## config.mk

```make
export PLATFORM = sky130hd
export DESIGN_NAME = frame_timer
export DESIGN_NICKNAME = d
export VERILOG_FILES = /design/src/rtl/frame_timer_pkg.sv /design/src/rtl/sel_detect.sv /design/src/rtl/frame_ctr.sv /design/src/rtl/frame_timer.sv
export SDC_FILE = /design/constraint.sdc
export NUM_CORES = 1
export LEC_CHECK = 0
export ABC_AREA = 1
export BUFFER_PORTS_ARGS = -buffer_cell sky130_fd_sc_hd__buf_2
export CAP_MARGIN = 20
export CORE_MARGIN = 1.5
export CORE_UTILIZATION = 58
export CTS_BUF_LIST = sky130_fd_sc_hd__clkbuf_8
export CTS_CLUSTER_DIAMETER = 30
export DETAILED_ROUTE_END_ITERATION = 6
export GPL_TIMING_DRIVEN = 0
export HOLD_SLACK_MARGIN = 0.1
export PLACE_DENSITY = 0.9
export RECOVER_POWER = 50
export REMOVE_ABC_BUFFERS = 1
export SYNTH_ARGS = -nofsm -noshare
export SYNTH_HDL_FRONTEND = slang
export SYNTH_SLANG_ARGS = --single-unit
```

## constraint.sdc

```tcl
create_clock -name clk_i -period 2.02 [get_ports clk_i]
set_input_delay 0.101 -clock clk_i [delete_from_list [all_inputs] [get_ports clk_i]]
set_output_delay 0.101 -clock clk_i [all_outputs]
set_load 0.1 [all_outputs]
```

## src/rtl/frame_timer_pkg.sv

```systemverilog
package frame_timer_pkg;
  localparam int CNT_W   = 9;
  localparam int PHASE_W = 8;

  typedef enum logic [1:0] {
    RATE_1536 = 2'd0,
    RATE_1544 = 2'd1,
    RATE_2048 = 2'd2
  } rate_e;

  function automatic logic [CNT_W-1:0] frame_len(rate_e r);
    case (r)
      RATE_1544: frame_len = CNT_W'(193);
      RATE_2048: frame_len = CNT_W'(256);
      default:   frame_len = CNT_W'(192);
    endcase
  endfunction
endpackage

```

## src/rtl/sel_detect.sv

```systemverilog
module sel_detect
  import frame_timer_pkg::*;
#(
  parameter int WIN_LEN     = 16,
  parameter int SYNC_STAGES = 2
) (
  input  logic  clk_i,
  input  logic  rst_ni,
  input  logic  sel_i,
  output rate_e rate_o,
  output logic  shared_o
);
  localparam int WIN_W = (WIN_LEN > 1) ? $clog2(WIN_LEN) : 1;

  logic [SYNC_STAGES:0] sync_q;
  logic [WIN_W-1:0]     win_q;
  logic                 seen_q;
  logic                 edge_now;
  logic                 win_end;

  genvar g;
  generate
    for (g = 0; g <= SYNC_STAGES; g++) begin : g_sync
      always_ff @(posedge clk_i or negedge rst_ni) begin
        if (!rst_ni) sync_q[g] <= 1'b0;
        else if (g == 0) sync_q[g] <= sel_i;
        else sync_q[g] <= sync_q[g-1];
      end
    end
  endgenerate

  assign edge_now = sync_q[SYNC_STAGES] ^ sync_q[SYNC_STAGES-1];
  assign win_end  = (win_q == WIN_W'(WIN_LEN - 1));

  always_ff @(posedge clk_i or negedge rst_ni) begin
    if (!rst_ni) begin
      win_q    <= '0;
      seen_q   <= 1'b0;
      rate_o   <= RATE_1536;
      shared_o <= 1'b1;
    end else begin
      win_q <= win_end ? '0 : win_q + 1'b1;
      if (win_end) begin
        seen_q <= 1'b0;
        if (seen_q || edge_now) begin
          rate_o   <= RATE_2048;
          shared_o <= 1'b0;
        end else begin
          rate_o   <= sync_q[SYNC_STAGES-1] ? RATE_1544 : RATE_1536;
          shared_o <= 1'b1;
        end
      end else if (edge_now) begin
        seen_q <= 1'b1;
      end
    end
  end
endmodule

```

## src/rtl/frame_ctr.sv

```systemverilog
module frame_ctr
  import frame_timer_pkg::*;
(
  input  logic               clk_i,
  input  logic               rst_ni,
  input  rate_e              rate_i,
  input  logic               fs_i,
  output logic               frame_o,
  output logic [PHASE_W-1:0] phase_o,
  output logic               hold_o
);
  logic [CNT_W-1:0] cnt_q;
  logic [CNT_W-1:0] last;

  assign last = frame_len(rate_i) - 1'b1;

  always_ff @(posedge clk_i or negedge rst_ni) begin
    if (!rst_ni)            cnt_q <= '0;
    else if (fs_i)          cnt_q <= '0;
    else if (cnt_q >= last) cnt_q <= '0;  // also catches a rate drop
    else                    cnt_q <= cnt_q + 1'b1;
  end

  // 193rd pulse: phase stands still
  assign hold_o  = (rate_i == RATE_1544) && (cnt_q == CNT_W'(192));
  assign frame_o = (cnt_q == '0);
  assign phase_o = hold_o ? PHASE_W'(191) : cnt_q[PHASE_W-1:0];
endmodule

```

## src/rtl/frame_timer.sv

```systemverilog
module frame_timer
  import frame_timer_pkg::*;
#(
  parameter int WIN_LEN     = 16,
  parameter int SYNC_STAGES = 2
) (
  input  logic         clk_i,
  input  logic         rst_ni,
  input  logic         sel_i,
  input  logic         fs_i,
  output logic         frame_o,
  output logic [7:0]   phase_o,
  output logic         hold_o,
  output logic [1:0]   rate_o,
  output logic         shared_bclk_o
);
  rate_e rate;

  sel_detect #(.WIN_LEN(WIN_LEN), .SYNC_STAGES(SYNC_STAGES)) u_det (
    .clk_i    (clk_i),
    .rst_ni   (rst_ni),
    .sel_i    (sel_i),
    .rate_o   (rate),
    .shared_o (shared_bclk_o)
  );

  frame_ctr u_ctr (
    .clk_i   (clk_i),
    .rst_ni  (rst_ni),
    .rate_i  (rate),
    .fs_i    (fs_i),
    .frame_o (frame_o),
    .phase_o (phase_o),
    .hold_o  (hold_o)
  );

  assign rate_o = rate;
endmodule

```

==> flow_summary_export.csv <==
group,metric,value,unit
status,outcome,"completed",
finish,fin_nets,194,
finish,num_antenna_cells,0,
placement,placed_area,0.001299,mm²
critical_path,crit_type,"register to register",
critical_path,r2r-start,"u_det.rate_o[1]",
finish,syn_to_final_growth,36.39,%
critical_path,path_max_fanout,4,
grt,grt_pass1_wl,4636,µm
sta,max_freq,504.9,MHz
power,p_per_area,531.9,mW/mm²
sta,slew_violations,0,
floorplan,initial_core_util,61.16,%
detailed_routing,via_per_inst,5.537,
synthesis,ys_warn_count,0,
synthesis,seq_area_frac_synth,41.81,%
worst_hold_path,hold_class,"register to register",
grt,grt_pass1_vias,1030,
placement,dpl.hpwl,1707,µm
detailed_routing,initialDrtViolationCount,65,
power,p_leak,0.8043,nW
finish,fill_cells,101,
detailed_routing,ant_nets,0,
synthesis,synth_edf_count,0,
synthesis,ys_seq_elements,20,
critical_path,cp.required,2.21,ns
grt,grt_use_total,25.32,%
floorplan,core_region_area,0.001962,mm²
sta,slew_headroom,31.70,%
critical_path,crit_end,"u_ctr.cnt_q[7]",
power,sw_frac_of_total,27.52,%
power,seqPwrFrac,48.2,%
detailed_routing,drt_wl_total,3190,µm
floorplan,rows,16,
sta,finalSetupViolCount,0,
finish,fin_area,0.001637,mm²
sta,setup_slack,0.03922,ns
power,pwr-share-comb,17.9,%
clock_tree,htreeDepth,1,
sta,timing.final.crit_share,98.06,%
power,p_switching,0.2396,mW
finish,drive_gt1_share,32.02,%
floorplan,die_w,48.49,µm
job,max-cap-violations,0,
placement,place_congestion,0.8283,
floorplan,die_area,0.002351,mm²
power,totalPowerFinal,0.8706,mW
synthesis,synthesis.area,0.001200,mm²
synthesis,ys_types,22,
sta,clock_skew,0.001613,ns
clock_tree,cts-root-buf,"clkbuf_8",
synthesis,synth-main-ff-cell,"dfrtp_1",
critical_path,reg2reg_to,"u_ctr.cnt_q[7]",
grt,grt-ovfl-total,0,
floorplan,die_h,48.49,µm
clock_tree,ctsLongestPathBuffers,2,
synthesis,async_flop_share,100.0,%
detailed_routing,dr.pass1.iters,5,
critical_path,cp-startpoint,"u_det.rate_o[1]",
detailed_routing,wl_per_cell,15.56,µm
worst_hold_path,hold_depth,0,
clock_tree,cts.sinks,20,
sta,holdWs,0.3633,ns
sta,worst_slew_pin_slew,1.024,ns
power,ir_worst_vdd,0.5540,mV
synthesis,avgSynthCellArea,7.999,µm²
detailed_routing,vias,1135,
sta,period_minus_slack,1.981,ns
critical_path,reg2regPathDepth,10,
critical_path,critPathArrivalTime,2.17,ns
critical_path,worstSetupStartpointType,"register",
sta,hold_viol,0,
clock_tree,clock_latency,0.25,ns
grt,grt_max_degree,21,
sta,setup_tns,0,ns
floorplan,ios,17,
detailed_routing,remaining_drc_errors,0,
power,p_int,0.6310,mW
placement,pre_cts_ws,-0.05035,ns
grt,grt_antenna_before_repair,0,
placement,io_buffers,16,
clock_tree,cts_tree,"yes",
clock_tree,cts_made_buffers,3,
synthesis,postSynthCellCount,150,
critical_path,regToRegSetupSlack,0.04,ns
power,pwr-share-clk,33.9,%
clock_tree,clkTransAtPathRegs,0.07,ns
critical_path,cp-end-kind,"register",
-- what timing repair did --
action / 4_1_cts / 5_1_grt
setup buffers: 2 / 5
cloned: 0 / 1
hold buffers: 2 / 0
resized for setup: 35 / 22
setup endpoints to repair: 8 / 18
hold endpoints to repair: 20 / 0
pin swaps: 2 / 7
-- power by group through the flow --
stage / logic (mW) / clock network, mW / registers, mW
2_1_floorplan: 0.0911 / 0 / 0.424
3_5_place_dp: 0.117 / 0 / 0.426
5_1_grt: 0.163 / 0.314 / 0.421
4_1_cts: 0.140 / 0.304 / 0.419
3_3_place_gp: 0.113 / 0 / 0.426
6_report: 0.156 / 0.295 / 0.420
-- cell usage in the layout, fill, tap and decap left out, types with 2 or more instances in the layout --
cell type	Yosys	layout
buf_12	0	6
buf_2	0	7
buf_4	0	9
clkbuf_8	0	4
dfrtp_1	19	16
dfrtp_2	0	3
dlygate4sd3_1	0	2
ha_1	11	8
ha_4	0	3
inv_1	21	18
inv_2	2	4
nand2_1	35	29
nand2_2	1	6
nand2_4	0	2
nand3_1	13	12
nand4_1	2	2
nor2_1	22	17
nor2_2	1	3
nor2_4	0	3
o21ai_0	4	4
xor2_1	8	8
-- registers in the layout (all words and copies together) (netlist names) --
name,flops
u_det.win_q,4
u_det.sync_q,3
u_det.rate_o,2
u_det.shared_o,1
u_ctr.cnt_q,9
u_det.seen_q,1
-- synth_stat cells, drive strengths merged (2+ instances only) --
cell type,number,area (µm²)
o21ai,4,20.02
nor2,23,88.84
inv,23,86.34
nand2,36,137.6
nand4,2,12.51
dfrtp,19,475.5
nor4,2,27.53
nor3,2,10.01
ha,11,137.6
nand3,13,65.06
xor2,8,70.07
-- final cells by class --
| class | instances | area (µm²) | area share [%] |
|---|---|---|---|
| Multi-Input combinational cell | 106 | 706.9 | 43.20 |
| Inverter | 23 | 88.84 | 5.428 |
| Clock buffer | 4 | 55.05 | 3.364 |
| Timing Repair Buffer | 25 | 246.5 | 15.06 |
| Tap cell | 27 | 33.78 | 2.064 |
| Sequential cell | 20 | 505.5 | 30.89 |
-- layer usage --
layer / part of all wire (%) / track usage [%] / wire length [µm] / vias to the layer above
met4: 2.4 / 13.81 / 78 / 0
met2: 52 / 42.36 / 1664 / 71
li1: - / - / - / 525
met5: 0 / 0 / 0 / -
met1: 40 / 31.75 / 1274 / 527
met3: 5.4 / 3.704 / 173 / 12
-- cell families (layout without fill, tap and decap cells) --
logic type / after synthesis / after routing / share of synthesized area (%)
DFF: 20 / 20 / 41.82
adders and majority gates: 11 / 11 / 11.47
AOI/OAI and AO/OA: 6 / 6 / 2.711
and+or+nand+nor: 79 / 80 / 28.99
xor gates and xnor gates: 9 / 9 / 6.570
buffers and inverters: 25 / 52 / 8.447
-- critical path: stages, from the launching register on --
cell and delay, ns:
dfrtp_1 0.40, buf_4 0.14, ha_1 0.31, ha_4 0.23
nand3_1 0.09, nand2_1 0.08, a21oi_2 0.14, nand2_1 0.10
nor2_4 0.20, nand2_4 0.12, nor2_4 0.11
-- how the worst min path moves through the flow --
| stage | slack (ns) | startpoint | to |
|---|---|---|---|
| after detailed placement | 0.07 | rst_ni | u_ctr.cnt_q[2] |
| final | 0.36 | u_det.sync_q[0] | u_det.sync_q[1] |
| after global placement | 0.05 | rst_ni | u_ctr.cnt_q[0] |
| after floorplan | -0.19 | rst_ni | u_ctr.cnt_q[0] |
| after CTS | 0.32 | rst_ni | u_ctr.cnt_q[2] |
| after global routing | 0.38 | u_det.sync_q[0] | u_det.sync_q[1] |
-- metrics by stage --
stage               std cells  utilization [%]
global placement          191            66.20
CTS                       199            77.17
floorplan                 148                -
finish                    205            83.42
detailed placement        191            66.20
global route              205            83.42
Power figures use the tool's default switching activity.
